## config.mk

```make
export PLATFORM = sky130hd
export DESIGN_NAME = pkt_stream_src
export DESIGN_NICKNAME = d
export VERILOG_FILES = /design/src/rtl/pkt_src_pkg.sv /design/src/rtl/pkt_src_fsm.sv /design/src/rtl/pkt_src_track.sv /design/src/rtl/pkt_src_axis_reg.sv /design/src/rtl/pkt_stream_src.sv
export SDC_FILE = /design/constraint.sdc
export NUM_CORES = 1
export LEC_CHECK = 0
export CORE_AREA = 2 2 76 78
export CTS_CLUSTER_SIZE = 40
export DETAILED_ROUTE_END_ITERATION = 6
export DIE_AREA = 0 0 78 80
export PLACE_DENSITY = 0.8
export SYNTH_ARGS = -nofsm -noshare
export SYNTH_HDL_FRONTEND = slang
export SYNTH_HIERARCHICAL = 1
export SYNTH_SLANG_ARGS = --single-unit
export TNS_END_PERCENT = 50
```

## constraint.sdc

```tcl
create_clock -name clk -period 12 [get_ports clk]
set_input_delay 1.2 -clock clk [delete_from_list [all_inputs] [get_ports clk]]
set_output_delay 1.2 -clock clk [all_outputs]
set_load 0.05 [all_outputs]
```

## src/rtl/pkt_src_pkg.sv

```systemverilog
package pkt_src_pkg;

    // Sequencer states: nothing offered, non-final beat offered, final beat offered
    typedef enum logic [1:0] {
        ST_IDLE   = 2'd0,
        ST_STREAM = 2'd1,
        ST_LAST   = 2'd2
    } pkt_state_e;

endpackage

```

## src/rtl/pkt_src_fsm.sv

```systemverilog
module pkt_src_fsm
    import pkt_src_pkg::*;
(
    input  logic       clk,
    input  logic       rst,
    input  logic       start_req,   // start with a nonzero length
    input  logic       fire,        // beat accepted this cycle
    input  logic       can_load,    // output slot may be reloaded
    input  logic       last_next,   // beat about to be loaded is final
    output logic       take,        // start accepted this cycle
    output logic       next_valid,  // a beat should be loaded
    output pkt_state_e state_o
);

    pkt_state_e state_q, state_d;

    // State register
    always_ff @(posedge clk) begin
        if (rst) begin
            state_q <= ST_IDLE;
        end else begin
            state_q <= state_d;
        end
    end

    // Start acceptance: idle, or the final beat is leaving right now
    always_comb begin
        take = 1'b0;
        unique case (state_q)
            ST_IDLE:   take = start_req;
            ST_STREAM: take = 1'b0;
            ST_LAST:   take = start_req & fire;
            default:   take = 1'b0;
        endcase
    end

    // Transitions
    always_comb begin
        state_d = state_q;
        unique case (state_q)
            ST_IDLE: begin
                if (take) begin
                    state_d = last_next ? ST_LAST : ST_STREAM;
                end
            end
            ST_STREAM: begin
                if (can_load) begin
                    state_d = last_next ? ST_LAST : ST_STREAM;
                end
            end
            ST_LAST: begin
                if (fire) begin
                    if (take) begin
                        state_d = last_next ? ST_LAST : ST_STREAM;
                    end else begin
                        state_d = ST_IDLE;
                    end
                end
            end
            default: state_d = ST_IDLE;
        endcase
    end

    // Outputs of the sequencer
    always_comb begin
        next_valid = 1'b0;
        unique case (state_q)
            ST_IDLE:   next_valid = take;
            ST_STREAM: next_valid = 1'b1;
            ST_LAST:   next_valid = take;
            default:   next_valid = 1'b0;
        endcase
    end

    assign state_o = state_q;

endmodule

```

## src/rtl/pkt_src_track.sv

```systemverilog
module pkt_src_track #(
    parameter int LEN_W  = 8,
    parameter int DATA_W = 16
) (
    input  logic              clk,
    input  logic              rst,
    input  logic              take,
    input  logic              fire,
    input  logic [LEN_W-1:0]  len_i,
    output logic              last_next,
    output logic [DATA_W-1:0] data_next
);

    localparam logic [LEN_W-1:0] ONE_L = LEN_W'(1);

    logic [LEN_W-1:0]  len_q;    // captured packet length
    logic [LEN_W-1:0]  acc_q;    // beats accepted in current packet
    logic [DATA_W-1:0] tot_q;    // beats accepted since reset

    logic [LEN_W-1:0]  idx_next;
    logic [LEN_W-1:0]  len_eff;

    always_ff @(posedge clk) begin
        if (rst) begin
            len_q <= '0;
            acc_q <= '0;
        end else if (take) begin
            len_q <= len_i;
            acc_q <= '0;
        end else if (fire) begin
            acc_q <= acc_q + ONE_L;
        end
    end

    always_ff @(posedge clk) begin
        if (rst) begin
            tot_q <= '0;
        end else if (fire) begin
            tot_q <= tot_q + DATA_W'(1);
        end
    end

    // Position of the beat that would be loaded now, from accepted beats only
    always_comb begin
        idx_next  = take ? '0 : (acc_q + LEN_W'(fire));
        len_eff   = take ? len_i : len_q;
        last_next = (idx_next == (len_eff - ONE_L));
        data_next = tot_q + DATA_W'(fire);
    end

endmodule

```

## src/rtl/pkt_src_axis_reg.sv

```systemverilog
module pkt_src_axis_reg #(
    parameter int DATA_W = 16
) (
    input  logic              clk,
    input  logic              rst,
    input  logic              m_tready,
    input  logic              next_valid,
    input  logic [DATA_W-1:0] next_data,
    input  logic              next_last,
    output logic              m_tvalid,
    output logic [DATA_W-1:0] m_tdata,
    output logic              m_tlast
);

    // Sole update path for the channel: only when empty or being taken
    always_ff @(posedge clk) begin
        if (rst) begin
            m_tvalid <= 1'b0;
            m_tdata  <= '0;
            m_tlast  <= 1'b0;
        end else if (!m_tvalid || m_tready) begin
            m_tvalid <= next_valid;
            m_tdata  <= next_data;
            m_tlast  <= next_valid & next_last;
        end
    end

endmodule

```

## src/rtl/pkt_stream_src.sv

```systemverilog
module pkt_stream_src
    import pkt_src_pkg::*;
#(
    parameter int LEN_W  = 8,
    parameter int DATA_W = 16
) (
    input  logic              clk,
    input  logic              rst,
    input  logic              start_i,
    input  logic [LEN_W-1:0]  len_i,
    output logic              m_tvalid,
    input  logic              m_tready,
    output logic [DATA_W-1:0] m_tdata,
    output logic              m_tlast
);

    logic              fire;
    logic              can_load;
    logic              start_req;
    logic              take;
    logic              next_valid;
    logic              last_next;
    logic [DATA_W-1:0] data_next;
    pkt_state_e        state;

    assign fire      = m_tvalid & m_tready;
    assign can_load  = ~m_tvalid | m_tready;
    assign start_req = start_i & (len_i != '0);

    pkt_src_fsm u_fsm (
        .clk        (clk),
        .rst        (rst),
        .start_req  (start_req),
        .fire       (fire),
        .can_load   (can_load),
        .last_next  (last_next),
        .take       (take),
        .next_valid (next_valid),
        .state_o    (state)
    );

    pkt_src_track #(
        .LEN_W  (LEN_W),
        .DATA_W (DATA_W)
    ) u_track (
        .clk       (clk),
        .rst       (rst),
        .take      (take),
        .fire      (fire),
        .len_i     (len_i),
        .last_next (last_next),
        .data_next (data_next)
    );

    pkt_src_axis_reg #(
        .DATA_W (DATA_W)
    ) u_out (
        .clk        (clk),
        .rst        (rst),
        .m_tready   (m_tready),
        .next_valid (next_valid),
        .next_data  (data_next),
        .next_last  (last_next),
        .m_tvalid   (m_tvalid),
        .m_tdata    (m_tdata),
        .m_tlast    (m_tlast)
    );

    logic unused_state;
    assign unused_state = ^state;

endmodule

```

# Word-level counts from Yosys, hierarchy flattened
# Cells that the tools add are included.
# op_classes
muxes	10
n_reduce_logical	7
n_eq_ne	6
bitwise	6
addsub	5
# op_table
cell	count
$add 16x1->16	1
$add 16x1->16 const B	1
$mux 8	2
$mux 2	5
$add 8x1->8	1
$add 8x1->8 const B	1
$eq 8x8->1	1
$reduce_bool 8->1	1
$sub 8x1->8 const B	1
$pmux 2 s3	1
$and 1x1->1	4
$ne 2x1->1 const B	2
$pmux 1 s2	2
$reduce_or 2->1	2
$reduce_and 3->1	1
$eq 2x1->1 const B	1
$eq 2x2->1 const B	1
$logic_not 2->1	1
$ne 2x2->1 const B	1
$logic_not 1->1	1
$logic_or 1x1->1	1
$not 1->1	1
$or 1x1->1	1
# word_totals
in_bits	12
wordCells	41
reg_bits	52

# Depth between registers and ports, before layout
# logic_depth
word_depth	11
ltp_mapped	16

# Cells and area by module
# Netlist, hierarchy kept.
# modules_own_cells
module	cells_per_inst	area_each_um2	seq_area_each_um2	n_inst
pkt_src_track	243	2035.7	640.6	1
pkt_src_axis_reg	79	691.9	360.3	1
pkt_src_fsm	15	127.6	40.0	1
pkt_stream_src	5	32.5	0.0	1

# Least setup slack after synthesis
# OpenSTA, ideal clock, no wires.
# synth_path
path_kind	input -> register
from	input m_tready
to	register u_fsm.state_q[0], in the netlist u_fsm/state_o[0]
n_path_buf	3
path_stages	16
path_slack_ns	7.216
arrival_ns	4.666
setup_time_ns	0.118
cell_sequence	and2_1 nand2b_1 and3_4 buf_6 buf_2 buf_1 mux2i_1 ha_1 or4b_4 and2_4 nor3_1 mux2i_1 a2111oi_2 a21boi_0 o21bai_1 a21oi_1
# synth_via
elab_chain_len	10
elab_cells_between_ends	19
# synth_rtl
element	line	source
start, declared	pkt_stream_src.sv:12	input logic m_tready,
$and 1x1->1 (*)	pkt_stream_src.sv:26	assign fire = m_tvalid & m_tready;
$and 1x1->1 (*)	pkt_src_fsm.sv:32	ST_LAST: take = start_req & fire;
$pmux 1 s2 (*)	pkt_src_fsm.sv:29	unique case (state_q)
via take	pkt_stream_src.sv:20	logic take;
$mux 8	pkt_src_track.sv:46	len_eff = take ? len_i : len_q;
$sub 8x1->8	pkt_src_track.sv:47	last_next = (idx_next == (len_eff - ONE_L));
$eq 8x8->1 (*)	pkt_src_track.sv:47	
via last_next	pkt_stream_src.sv:22	logic last_next;
$mux 2 (*)	pkt_src_fsm.sv:43, pkt_src_fsm.sv:48, pkt_src_fsm.sv:54	
$mux 2	pkt_src_fsm.sv:53	if (take) begin
$mux 2	pkt_src_fsm.sv:52	if (fire) begin
$pmux 2 s3 (*)	pkt_src_fsm.sv:40	unique case (state_q)
end signal, assigned	pkt_src_fsm.sv:22	state_q <= state_d;
end, declared	pkt_src_fsm.sv:15	pkt_state_e state_q, state_d;
# Mark *: on every way through the listed nets, which the timed path passes. The rest lies on a longest branch. The select of a mux whose other input is x is not followed.
# A chain may end at the register's enable or synchronous reset.

# Worst setup path in the final report
# layout_path
from	input m_tready
to	register u_fsm.state_q[0], in the netlist u_fsm/state_o[0]
# layout_via
elab_chain_len	10
elab_cells_between_ends	19
# layout_rtl
element	line	source
$and 1x1->1 (*)	pkt_stream_src.sv:26	
via fire	pkt_stream_src.sv:17	logic fire;
$and 1x1->1 (*)	pkt_src_fsm.sv:32	
$pmux 1 s2 (*)	pkt_src_fsm.sv:29	
via take	pkt_stream_src.sv:20	
$mux 8	pkt_src_track.sv:46	
$sub 8x1->8	pkt_src_track.sv:47	
$eq 8x8->1 (*)	pkt_src_track.sv:47	
via last_next	pkt_stream_src.sv:22	
$mux 2 (*)	pkt_src_fsm.sv:43, pkt_src_fsm.sv:48, pkt_src_fsm.sv:54	
$mux 2	pkt_src_fsm.sv:53	
$mux 2	pkt_src_fsm.sv:52	
$pmux 2 s3 (*)	pkt_src_fsm.sv:40	
# Marked as above.

==> out/qor.csv <==
metric;value;unit
wire per inst;13.18;um
Avg Cell Area, Syn;8.444;um^2
Pre-Repair DR Iteration Count;4;
Rows;27;
Initial Utilization;53.43;%
synthesized cell area;0.002888;mm^2
pins over their slew limit;0;
Setup TNS;0;ns
Clock Skews;0.007722;ns
fin util;60.25;%
dpl hpwl;4047;um
final clock period utilization by the worst path;43.79;%
Syn. warnings;6;
fin nets;380;
GRT Total Usage;19.36;%
CTS Buf Count;5;
Worst-Skew Late Latency;0.30;ns
cts hold-fix bufs;0;
CTS tree;yes;
largest net degree at the start of global routing;46;
vias in the first global route;2152;
Lkg Pwr;0.001220;uW
post-synthesis cell type count;50;
CP Class;in -> reg;
Worst Path Arrival;5.42;ns
max-capacitance violation count;0;
final setup violation count;0;
number of routed nets with antenna violations;0;
min cycle time layout;5.254;ns
die area;0.006240;mm^2
worst rel slew slack;55.84;%
RSZ-0062 raised after global routing;false;
n_diodes;0;
Iteration-0 DRC Markers;125;
H-tree depth;2;
Via density;5.369;
CP required;12.17;ns
clk slew on worst S/H paths;0.10;ns
Residual DRC;0;
Area Growth Syn to Fin;12.78;%
Core ar.;0.005405;mm^2
Setup crit end kind;register;
Clock Path Buffers;2;
sequential fraction of the synthesis area;36.05;%
Post-Layout Cell Count;434;
Max Freq;0.1903;GHz
Die W;78;um
Mapped Cells;342;
layout cells sized above 1;7.459;%
PD cells;101.9;mW/mm^2
top_reg_cell synth;dfxtp_1;
first-pass GRT wire length;9729;um
Vias;2330;
FFs w/ async S/R, synth;0;%
EDFF count, synth;0;
status;finished, final reports clean;
Fin. Hold Viols;0;
grt ovf;0;
Placed Cells;426;
Hold Path Class;reg -> reg;
initial antenna violation count;0;
root buf cell;clkbuf_8;
routed wire length;5721;um
Slew @ Worst Pin;0.6624;ns
placer congestion estimate;0.8607;
# clock sinks;52;
post-CTS setup buffers;0;
Worst IR Drop VDD;48.92;uV
register bit total from synthesis;52;
Mapped Nets;361;
io pins;30;
Resized Gates After CTS;0;
critical path peak fanout;29;
Startpoint Class;input port;
Port Buf Inserts;29;
die height;80;um
-- kinds of logic after synthesis --
family	count (synthesis)	share of synthesized area, %
AO/OA/AOI/OAI	45	10.96
multiplexers	13	4.550
AND/OR/NAND/NOR	161	26.86
buffers and inverters	20	4.246
XOR/XNOR	44	14.30
adder cells (fa/ha/maj)	7	3.033
flip-flops	52	36.05
-- power by group --
part	leakage [uW]	total, uW	switching, uW	internal [uW]
logic	0.000748	47.8	27.0	20.8
clock network	0.0000516	105	57.7	47.3
registers	0.000421	179	3.39	176
-- worst paths after layout --
kind                                         from                end  slack (ns)  cells past startpoint
worst max-delay path                     m_tready   u_fsm/state_o[0]        6.75                     14
worst max register to register     u_out/m_tvalid   u_fsm/state_o[0]        7.75                     13
worst min register to register  u_out/m_tdata[11]  u_out/m_tdata[11]        0.45                      2
worst min-delay path            u_out/m_tdata[11]  u_out/m_tdata[11]        0.45                      2
-- synthesized netlist by cell type (all sizes together), types with 7 or more instances --
cell | number | area [um^2]
a21oi | 27 | 168.9
and3 | 10 | 67.56
buf | 10 | 83.83
clkbuf | 8 | 31.28
dfxtp | 52 | 1041
ha | 7 | 87.58
mux2i | 12 | 120.1
nand2 | 52 | 197.7
nand3 | 20 | 100.1
nor2 | 42 | 157.7
nor3 | 7 | 35.03
xnor2 | 16 | 140.1
xor2 | 26 | 227.7
-- metal layers --
layer	global-route usage, %	wire [um]	share of wire (%)
met4	5.614	70	1.2
met2	31.12	2521	44
met5	0	0	0
met1	26.21	2900	51
met3	4.186	229	4.0
-- layout by cell type, fill, tap and decap left out, drive strengths merged, types with 2 or more instances in the layout --
| master | count |
|---|---|
| o31ai | 3 |
| mux2i | 12 |
| o21ai | 5 |
| or3 | 4 |
| nand4 | 5 |
| and2 | 2 |
| a21boi | 2 |
| and3 | 10 |
| and4 | 3 |
| dfxtp | 52 |
| nor3 | 7 |
| o21bai | 3 |
| inv | 3 |
| nor2 | 42 |
| nor4 | 2 |
| nand2 | 52 |
| clkbuf | 6 |
| xnor3 | 2 |
| nand3 | 20 |
| ha | 7 |
| xnor2 | 16 |
| xor2 | 26 |
| a21oi | 27 |
| nor2b | 2 |
| nand2b | 6 |
| clkdlybuf4s50 | 29 |
-- metrics by stage --
| stage | hold slack (ns) | total power (uW) | cell area, um^2 | worst slack, ns |
|---|---|---|---|---|
| finish | 0.4537 | 331.9 | 3257 | 6.746 |
| global route | 0.4702 | 347.0 | 3257 | 6.398 |
| CTS | 0.4569 | 334.4 | 3257 | 6.781 |
| detailed placement | 0.4437 | 229.8 | 3161 | 6.479 |
| global placement | 0.4421 | 228.7 | 3161 | 6.629 |
| floorplan | 0.4619 | 219.9 | 2888 | 7.216 |
-- final cells by class --
| cell class | count | area [um^2] |
|---|---|---|
| Timing Repair Buffer | 30 | 297.8 |
| Tap cell | 72 | 90.09 |
| Sequential cell | 52 | 1041 |
| Clock buffer | 6 | 82.58 |
| Clock inverter | 2 | 13.76 |
| Inverter | 2 | 7.507 |
| Fill cell | 485 | 2148 |
| Multi-Input combinational cell | 270 | 1724 |
-- flip-flops by register name, summed over array words and instances (netlist names) --
register and count:
u_track/len_q 8, u_track/acc_q 8, u_track/tot_q 16, u_fsm/state_o 2
u_out/m_tlast 1, u_out/m_tdata 16, u_out/m_tvalid 1
-- worst max-delay path, stage by stage --
cell             delay [ns]
clkdlybuf4s50_1        0.50
and2_1                 0.56
nand2b_1               0.23
and3_4                 0.43
mux2i_1                0.30
ha_1                   0.26
or4b_4                 0.49
and2_4                 0.16
nor3b_1                0.18
mux2i_1                0.11
a2111oi_2              0.60
a21boi_0               0.17
o21bai_1               0.16
a21oi_1                0.08
Note: power is estimated with default switching activity, not from simulation.
